### src/rtl/fracdiv_pkg.sv
`timescale 1ns/1ps
package fracdiv_pkg;

    typedef enum logic {
        MODE_ACC  = 1'b0,
        MODE_RAND = 1'b1
    } sel_mode_e;

    // Galois right-shift feedback masks giving maximal-length sequences
    function automatic logic [31:0] lfsr_mask(input int width);
        case (width)
            3:       return 32'h0000_0006;
            4:       return 32'h0000_000C;
            5:       return 32'h0000_0014;
            6:       return 32'h0000_0030;
            7:       return 32'h0000_0060;
            8:       return 32'h0000_00B8;
            9:       return 32'h0000_0110;
            10:      return 32'h0000_0240;
            11:      return 32'h0000_0500;
            16:      return 32'h0000_B400;
            default: return 32'h0000_0000;
        endcase
    endfunction

endpackage

### src/rtl/fracdiv_phase_acc.sv
`timescale 1ns/1ps
module fracdiv_phase_acc #(
    parameter int FRAC_W = 8
) (
    input  logic              clk,
    input  logic              rst_n,
    input  logic              step_i,
    input  logic [FRAC_W-1:0] frac_i,
    output logic              carry_o
);
    localparam int SUM_W = FRAC_W + 1;

    typedef struct packed {
        logic [FRAC_W-1:0] acc;
    } acc_state_t;

    acc_state_t        st_d, st_q;
    logic [SUM_W-1:0]  sum;

    always_comb begin
        sum     = {1'b0, st_q.acc} + {1'b0, frac_i};
        carry_o = sum[SUM_W-1];
        st_d    = st_q;
        if (step_i) begin
            st_d.acc = sum[FRAC_W-1:0];
        end
    end

    always_ff @(posedge clk) begin
        if (!rst_n) begin
            st_q <= '0;
        end else begin
            st_q <= st_d;
        end
    end

    // a zero word never produces a carry
    p_zero_word_no_carry_r2: assert property (@(posedge clk) disable iff (!rst_n)
        (frac_i == '0) |-> !carry_o);

endmodule

### src/rtl/fracdiv_lfsr.sv
`timescale 1ns/1ps
module fracdiv_lfsr
    import fracdiv_pkg::*;
#(
    parameter int FRAC_W = 8
) (
    input  logic              clk,
    input  logic              rst_n,
    input  logic              step_i,
    input  logic [FRAC_W-1:0] seed_i,
    output logic [FRAC_W-1:0] word_o
);
    localparam logic [FRAC_W-1:0] MASK = FRAC_W'(lfsr_mask(FRAC_W));
    localparam logic [FRAC_W-1:0] ONE  = FRAC_W'(1);

    typedef struct packed {
        logic [FRAC_W-1:0] state;
    } gen_state_t;

    gen_state_t        st_d, st_q;
    logic [FRAC_W-1:0] load_val;

    always_comb begin
        load_val = (seed_i == '0) ? ONE : seed_i;
        st_d     = st_q;
        if (step_i) begin
            st_d.state = (st_q.state >> 1) ^ (st_q.state[0] ? MASK : '0);
        end
    end

    always_ff @(posedge clk) begin
        if (!rst_n) begin
            st_q.state <= load_val;
        end else begin
            st_q <= st_d;
        end
    end

    assign word_o = st_q.state;

    // the generator never reaches the all-zero lock-up state
    p_state_nonzero_r7: assert property (@(posedge clk) disable iff (!rst_n)
        word_o != '0);

    // the generator moves only when stepped
    p_hold_when_idle_r5: assert property (@(posedge clk) disable iff (!rst_n)
        !step_i |=> $stable(word_o));

endmodule

### src/rtl/fracdiv_modsel.sv
`timescale 1ns/1ps
module fracdiv_modsel
    import fracdiv_pkg::*;
#(
    parameter int FRAC_W = 8,
    parameter int INT_W  = 8
) (
    input  logic              clk,
    input  logic              rst_n,
    input  logic              div_strobe,
    input  logic [INT_W-1:0]  int_n,
    input  logic [FRAC_W-1:0] frac_word,
    input  logic              mode_rand,
    input  logic [FRAC_W-1:0] seed,
    output logic              sel_hi,
    output logic [INT_W:0]    div_value
);
    localparam int DIV_W = INT_W + 1;

    typedef struct packed {
        logic             sel;
        logic [DIV_W-1:0] div;
    } out_state_t;

    sel_mode_e         mode;
    logic              acc_step, gen_step;
    logic              carry_w;
    logic [FRAC_W-1:0] pn_w;
    logic              pick_hi;
    out_state_t        out_d, out_q;

    assign mode     = sel_mode_e'(mode_rand);
    assign acc_step = div_strobe && (mode == MODE_ACC);
    assign gen_step = div_strobe && (mode == MODE_RAND);

    fracdiv_phase_acc #(.FRAC_W(FRAC_W)) u_acc (
        .clk     (clk),
        .rst_n   (rst_n),
        .step_i  (acc_step),
        .frac_i  (frac_word),
        .carry_o (carry_w)
    );

    fracdiv_lfsr #(.FRAC_W(FRAC_W)) u_gen (
        .clk    (clk),
        .rst_n  (rst_n),
        .step_i (gen_step),
        .seed_i (seed),
        .word_o (pn_w)
    );

    always_comb begin
        pick_hi = (mode == MODE_RAND) ? (pn_w < frac_word) : carry_w;
        out_d   = out_q;
        if (div_strobe) begin
            out_d.sel = pick_hi;
            out_d.div = {1'b0, int_n} + DIV_W'(pick_hi);
        end
    end

    always_ff @(posedge clk) begin
        if (!rst_n) begin
            out_q <= '0;
        end else begin
            out_q <= out_d;
        end
    end

    assign sel_hi    = out_q.sel;
    assign div_value = out_q.div;

    // the divide value is the strobe-time N plus the select bit
    p_div_tracks_r9: assert property (@(posedge clk) disable iff (!rst_n)
        div_strobe |=> div_value == {1'b0, $past(int_n)} + DIV_W'(sel_hi));

    // outputs hold between strobes
    p_hold_between_r8: assert property (@(posedge clk) disable iff (!rst_n)
        !div_strobe |=> ($stable(sel_hi) && $stable(div_value)));

    // a zero fractional word never picks N+1
    p_zero_frac_r10: assert property (@(posedge clk) disable iff (!rst_n)
        (div_strobe && frac_word == '0) |=> !sel_hi);

endmodule

### config.mk
export PLATFORM = sky130hd
export DESIGN_NAME = fracdiv_modsel
export DESIGN_NICKNAME = d
export VERILOG_FILES = /design/src/rtl/fracdiv_pkg.sv /design/src/rtl/fracdiv_phase_acc.sv /design/src/rtl/fracdiv_lfsr.sv /design/src/rtl/fracdiv_modsel.sv
export SDC_FILE = /design/constraint.sdc
export NUM_CORES = 1
export LEC_CHECK = 0
export ABC_AREA = 1
export BUFFER_PORTS_ARGS = -buffer_cell sky130_fd_sc_hd__buf_2
export CAP_MARGIN = 40
export CORE_ASPECT_RATIO = 1.25
export CORE_UTILIZATION = 35
export DETAILED_ROUTE_END_ITERATION = 16
export SLEW_MARGIN = 20
export SYNTH_ARGS = -nofsm -noshare
export SYNTH_HDL_FRONTEND = slang
export SYNTH_SLANG_ARGS = --single-unit
### constraint.sdc
create_clock -name clk -period 3.02 [get_ports clk]
set_clock_uncertainty 0.05 [all_clocks]
set_input_delay 0.302 -clock clk [delete_from_list [all_inputs] [get_ports clk]]
set_output_delay 0.302 -clock clk [all_outputs]
set_load 0.01 [all_outputs]
* Yosys cells after proc, flatten, opt, wreduce, memory -nomap -nowiden
Index checks and enable logic that the tools add are counted.
** Storage, ports and cells
- Register bits :: 26
- Output and inout port bits :: 10
- Logic and storage cells :: 18
** Operators by class
- $add $sub $neg :: 2
- $lt $le $gt $ge :: 1
- Eq/ne operators :: 1
- Muxes and demuxes :: 5
- Bitwise logic cells :: 2
- Reduce and logical (&&, ||, !) cells :: 3
** Operators with widths (number)
- 8-bit two-way mux :: 4
- 8-bit by 1-bit adder with 9-bit output :: 1
- 8-bit by 8-bit adder with 9-bit output :: 1
- 8-bit zero test :: 1
- 8-bit < comparator :: 1
- 7-bit by 8-bit bitwise XOR with 8-bit output :: 1
- 1-bit logical AND :: 2
- 2-bit by 1-bit inequality test with 1-bit output (second input constant) :: 1
- 1-bit two-way mux :: 1
- 1-bit inverter :: 1

* Logic depth before layout (Yosys ltp)
- Depth after elaboration :: 4
- Mapped depth :: 19
- Gate-level depth less buffers :: 19

* Hierarchy
From an unflattened synthesis, not the netlist that was laid out.
** Second synthesis, totals
- Cells, all modules :: 257
- Area total of the unflattened synthesis :: 1844.3 um^2
** Modules (own cells, without submodules)
- fracdiv_modsel :: instances 1, cells an instance 114, area each 752.0 um^2, sequential area each 200.2 um^2
- fracdiv_phase_acc :: instances 1, cells an instance 101, area each 678.2 um^2, sequential area each 160.2 um^2
- fracdiv_lfsr :: instances 1, cells an instance 42, area each 414.1 um^2, sequential area each 240.2 um^2

* Worst setup path before layout
OpenSTA, ideal clock, no wires.
- Path type :: input to register
- Start point :: in frac_word[0]
- End point :: reg out_q (netlist bit div_value[6])
- Library setup time :: 115 ps
- Arrival :: 2219 ps
- Data required time :: 2855 ps
- Slack :: 635 ps
- Cell stages on the path :: 17
- Path buffers :: 0
- Cells stage by stage :: ha_1 -> fa_1 -> nand3_1 -> nand2_1 -> nand3_2 -> nand2_2 -> nand2_2 -> nand2_2 -> nand2_2 -> inv_1 -> ha_1 -> ha_1 -> nand3_1 -> nor2_1 -> xor2_1 -> o21ai_0 -> inv_1
** Between the ends
- Cells in the longest elaborated chain, start to end :: 3
- Elaborated cells between the ends (all ways) :: 4
** RTL lines
- from (decl) :: RTL line fracdiv_modsel.sv:12 : input logic [FRAC_W-1:0] frac_word,
- 8-bit by 8-bit adder with 9-bit output / 8-bit < comparator (equally long branches) :: RTL line fracdiv_phase_acc.sv:21, fracdiv_modsel.sv:53
- 1-bit two-way mux (*) :: RTL line fracdiv_modsel.sv:53 : pick_hi = (mode == MODE_RAND) ? (pn_w < frac_word) : carry_w;
- named net pick_hi :: RTL line fracdiv_modsel.sv:29 : logic pick_hi;
- 8-bit by 1-bit adder with 9-bit output (*) :: RTL line fracdiv_modsel.sv:57 : out_d.div = {1'b0, int_n} + DIV_W'(pick_hi);
- to (signal assigned) :: RTL line fracdiv_modsel.sv:65 : out_q <= out_d;
- to (decl) :: RTL line fracdiv_modsel.sv:30 : out_state_t out_d, out_q;
The timed path passes the listed nets; every way through them passes the cells marked *.
A chain may end at the register's enable or synchronous reset.

* Final worst setup path
- Start point :: reg u_acc.st_q[0] (netlist bit)
- End point :: reg out_q (netlist bit div_value[6])
** Between the ends
- Cells in the longest elaborated chain, start to end :: 3
** RTL lines
- from (decl) :: RTL line fracdiv_phase_acc.sv:17 : acc_state_t st_d, st_q;
- from (signal assigned) :: RTL line fracdiv_phase_acc.sv:33 : st_q <= st_d;
- 8-bit by 8-bit adder with 9-bit output :: RTL line fracdiv_phase_acc.sv:21 : sum = {1'b0, st_q.acc} + {1'b0, frac_i};
- 1-bit two-way mux :: RTL line fracdiv_modsel.sv:53
- named net pick_hi :: RTL line fracdiv_modsel.sv:29
- 8-bit by 1-bit adder with 9-bit output :: RTL line fracdiv_modsel.sv:57
The timed path passes the listed nets, and every way through them passes these cells.

==> results.sh <==
export IMPL_p_comb_share_pct=22.7
export IMPL_peakVddDrop_v=0.000288
export IMPL_synth_area_leaders="dfxtp_1 21%, edfxtp_1 14%, ha_1 13%, nand2_1 9.9%, nor2_1 8.2%"
export IMPL_tns_ps=0
export IMPL_wirelength_um=3370
export IMPL_ys_ff_latch=26
export IMPL_endpoint_kind="flop"
export IMPL_regArea_sq_um=601
export IMPL_synth_area_leader_cell="dfxtp_1"
export IMPL_hold_viol_final=0
export IMPL_postSynthCellCount=232
export IMPL_post_cts_setup_buffer_count=0
export IMPL_hp_class="input pin to flop"
export IMPL_grtUsageTotal_pct=14.3
export IMPL_cts_tree="done"
export IMPL_htreeDepth=1
export IMPL_tightest_slew_ps=626
export IMPL_rsz0062_at_grt="false"
export IMPL_avgSynthCellArea_sq_um=7.32
export IMPL_die_x_um=64.3
export IMPL_fp_dieH_um=79.9
export IMPL_clock_fmax_mhz=398
export IMPL_seq_power_share_pct=45.2
export IMPL_ys_seq_area_share_pct=35.3
export IMPL_port_buffers=37
export IMPL_cts_resized=0
export IMPL_via_per_inst=4.55
export IMPL_row_count=28
export IMPL_finalSetupViolations=0
export IMPL_finalCriticalPeriod_ps=2520
export IMPL_nets=315
export IMPL_holdBufCountCts=0
export IMPL_cts_clk_slew_worst_paths_ps=100
export IMPL_core_sq_mm=0.00469
export IMPL_synth_main_ff_cell="dfxtp_1"
export IMPL_yosysMostFrequentCell="nand2_1"
export IMPL_p_clk_share_pct=32.1
export IMPL_root_buffer="clkbuf_8"
export IMPL_p_switching_w=0.000251
export IMPL_max_slew_margin_rel_pct=58.2
export IMPL_via_count=1491
export IMPL_dr_pass1_iters=4
export IMPL_initial_core_util_pct=36.2
export IMPL_powerDensity_mw_per_mm2=454
export IMPL_cts_buffers=3
export IMPL_ant_nets=0
export IMPL_synth_common_cells="45 x nand2_1, 37 x nor2_1, 34 x inv_1, 20 x o21ai_0, 18 x dfxtp_1"
export IMPL_syn2layout_area_growth_pct=18.0
export IMPL_die_area_sq_mm=0.00514
export IMPL_grt_max_degree=22
export IMPL_multi_input_area_sq_um=942
export IMPL_drt_iter0_markers=24
export IMPL_drive_gt1_share_pct=18.3
export IMPL_grt_ovfl_total=0
export IMPL_cap_viol_max_count=0
export IMPL_synth_top_area_share_pct=21.2
export IMPL_fin_util_pct=42.7
export IMPL_layout_worst_path_cycle_share_pct=83.3
export IMPL_p_leak_nw=1.08
export IMPL_wl_per_cell_um=10.3
export IMPL_fillers=514
export IMPL_cts_buffer_depth=2
export IMPL_start_kind="flop"
export IMPL_antenna_found_initial=0
export IMPL_drc_errors=0
export IMPL_slew_violations=0
export IMPL_place_gp_congestion=0.719
export IMPL_ys_warn_count=0
export IMPL_internal_power_w=0.000659
export IMPL_grt_pass1_vias=1423
export IMPL_path_class="flop to flop"
export IMPL_cp_arrival_ps=2640
export IMPL_synth_net_count=278
export IMPL_synth_edf_count=8
export IMPL_grt_pass1_wl_um=5830
export IMPL_n_antenna_cell=0
export IMPL_critPathMaxFanout=2
export IMPL_io_pins=38
export IMPL_ys_async_sr_fraction_pct=0
export IMPL_crit_required_ps=3140
export IMPL_status="finished, final reports clean"
export IMPL_hpwl_um=2700
export IMPL_clk_latency_ps=270
export IMPL_p_sw_share_pct=27.6
export IMPL_cts_sinks=26
export IMPL_synthesis_area_sq_mm=0.00170
export IMPL_synth_distinct_cells=27
[registers in the layout (all words and copies together) (netlist names)]
signal	count
sel_hi	1
u_gen.word_o	8
u_acc.st_q	8
div_value	9
[routing by layer]
layer	GRT usage (%)	share of wire [%]
met5	0	0
met4	4.67	1.4
met3	2.57	3.5
met2	25.9	47
met1	16.8	48
[cell usage in the layout (no fill, tap or decap), types with 4 or more instances in the layout]
cell type  count
nand2_1       45
nor2_1        37
buf_2         37
inv_1         34
o21ai_0       20
dfxtp_1       18
ha_1          17
nand3_1       10
a21oi_1        9
edfxtp_1       8
xnor2_1        6
xor2_1         5
nand2_2        4
[layout make-up]
type | count | share of cell area (%)
Clock buffer | 3 | 2.06
Clock inverter | 1 | 1.50
Inverter | 35 | 6.55
Multi-Input combinational cell | 166 | 47.0
Sequential cell | 26 | 29.9
Tap cell | 60 | 3.74
Timing Repair Buffer | 37 | 9.23
[cell families (layout without fill, tap and decap cells)]
| family | Yosys count | in the layout | share of synthesized area [%] |
|---|---|---|---|
| and+or+nand+nor | 101 | 101 | 24.9 |
| buffers and inverters | 40 | 76 | 9.20 |
| AOI/OAI and AO/OA | 36 | 36 | 11.2 |
| DFF | 26 | 26 | 35.3 |
| adders and majority gates | 18 | 18 | 13.7 |
| xor gates and xnor gates | 11 | 11 | 5.67 |
[metrics by stage]
| stage | instances | cell area (sq um) | total power (W) | hold WS [ps] | setup WS (ps) |
|---|---|---|---|---|---|
| 6_report | 328 | 2010 | 0.000910 | 254 | 505 |
| 5_1_grt | 328 | 2010 | 0.000968 | 265 | 339 |
| 4_1_cts | 328 | 2010 | 0.000920 | 250 | 490 |
| 3_5_place_dp | 324 | 1930 | 0.000628 | 442 | 383 |
| 3_3_place_gp | 324 | 1930 | 0.000626 | 433 | 419 |
| 2_1_floorplan | 232 | 1700 | 0.000563 | 390 | 635 |
[final timing paths]
path	from	end	slack, ps	cells past startpoint
hold reg to reg	div_value[1]$_SDFFE_PN0P_	div_value[1]$_SDFFE_PN0P_	460	2
hold / removal	seed[2]	u_gen.word_o[2]$_DFFE_PP_	250	3
setup / recovery	u_acc.st_q[0]$_SDFFE_PN0P_	div_value[6]$_SDFFE_PN0P_	500	17
setup reg to reg	u_acc.st_q[0]$_SDFFE_PN0P_	div_value[6]$_SDFFE_PN0P_	500	17
[critical path, stage by stage, from the launching register on]
cell and delay (ps):
dfxtp_1 320, ha_1 200, fa_1 400, nand3_1 80, nand2_1 100, nand3_2 90
nand2_2 60, nand2_2 50, nand2_2 40, nand2_2 70, inv_1 40, ha_1 190
ha_1 210, nand3_1 110, nor2_1 70, xor2_1 140, o21ai_0 140, inv_1 50
[power by group through the flow]
| stage | combinational, W | clock (W) | sequential [W] |
|---|---|---|---|
| 2_1_floorplan | 0.000142 | 0 | 0.000421 |
| 3_3_place_gp | 0.000207 | 0 | 0.000419 |
| 3_5_place_dp | 0.000209 | 0 | 0.000419 |
| 4_1_cts | 0.000210 | 0.000298 | 0.000412 |
| 5_1_grt | 0.000239 | 0.000313 | 0.000415 |
| 6_report | 0.000207 | 0.000292 | 0.000411 |
Note: power is estimated with default switching activity, not from simulation.
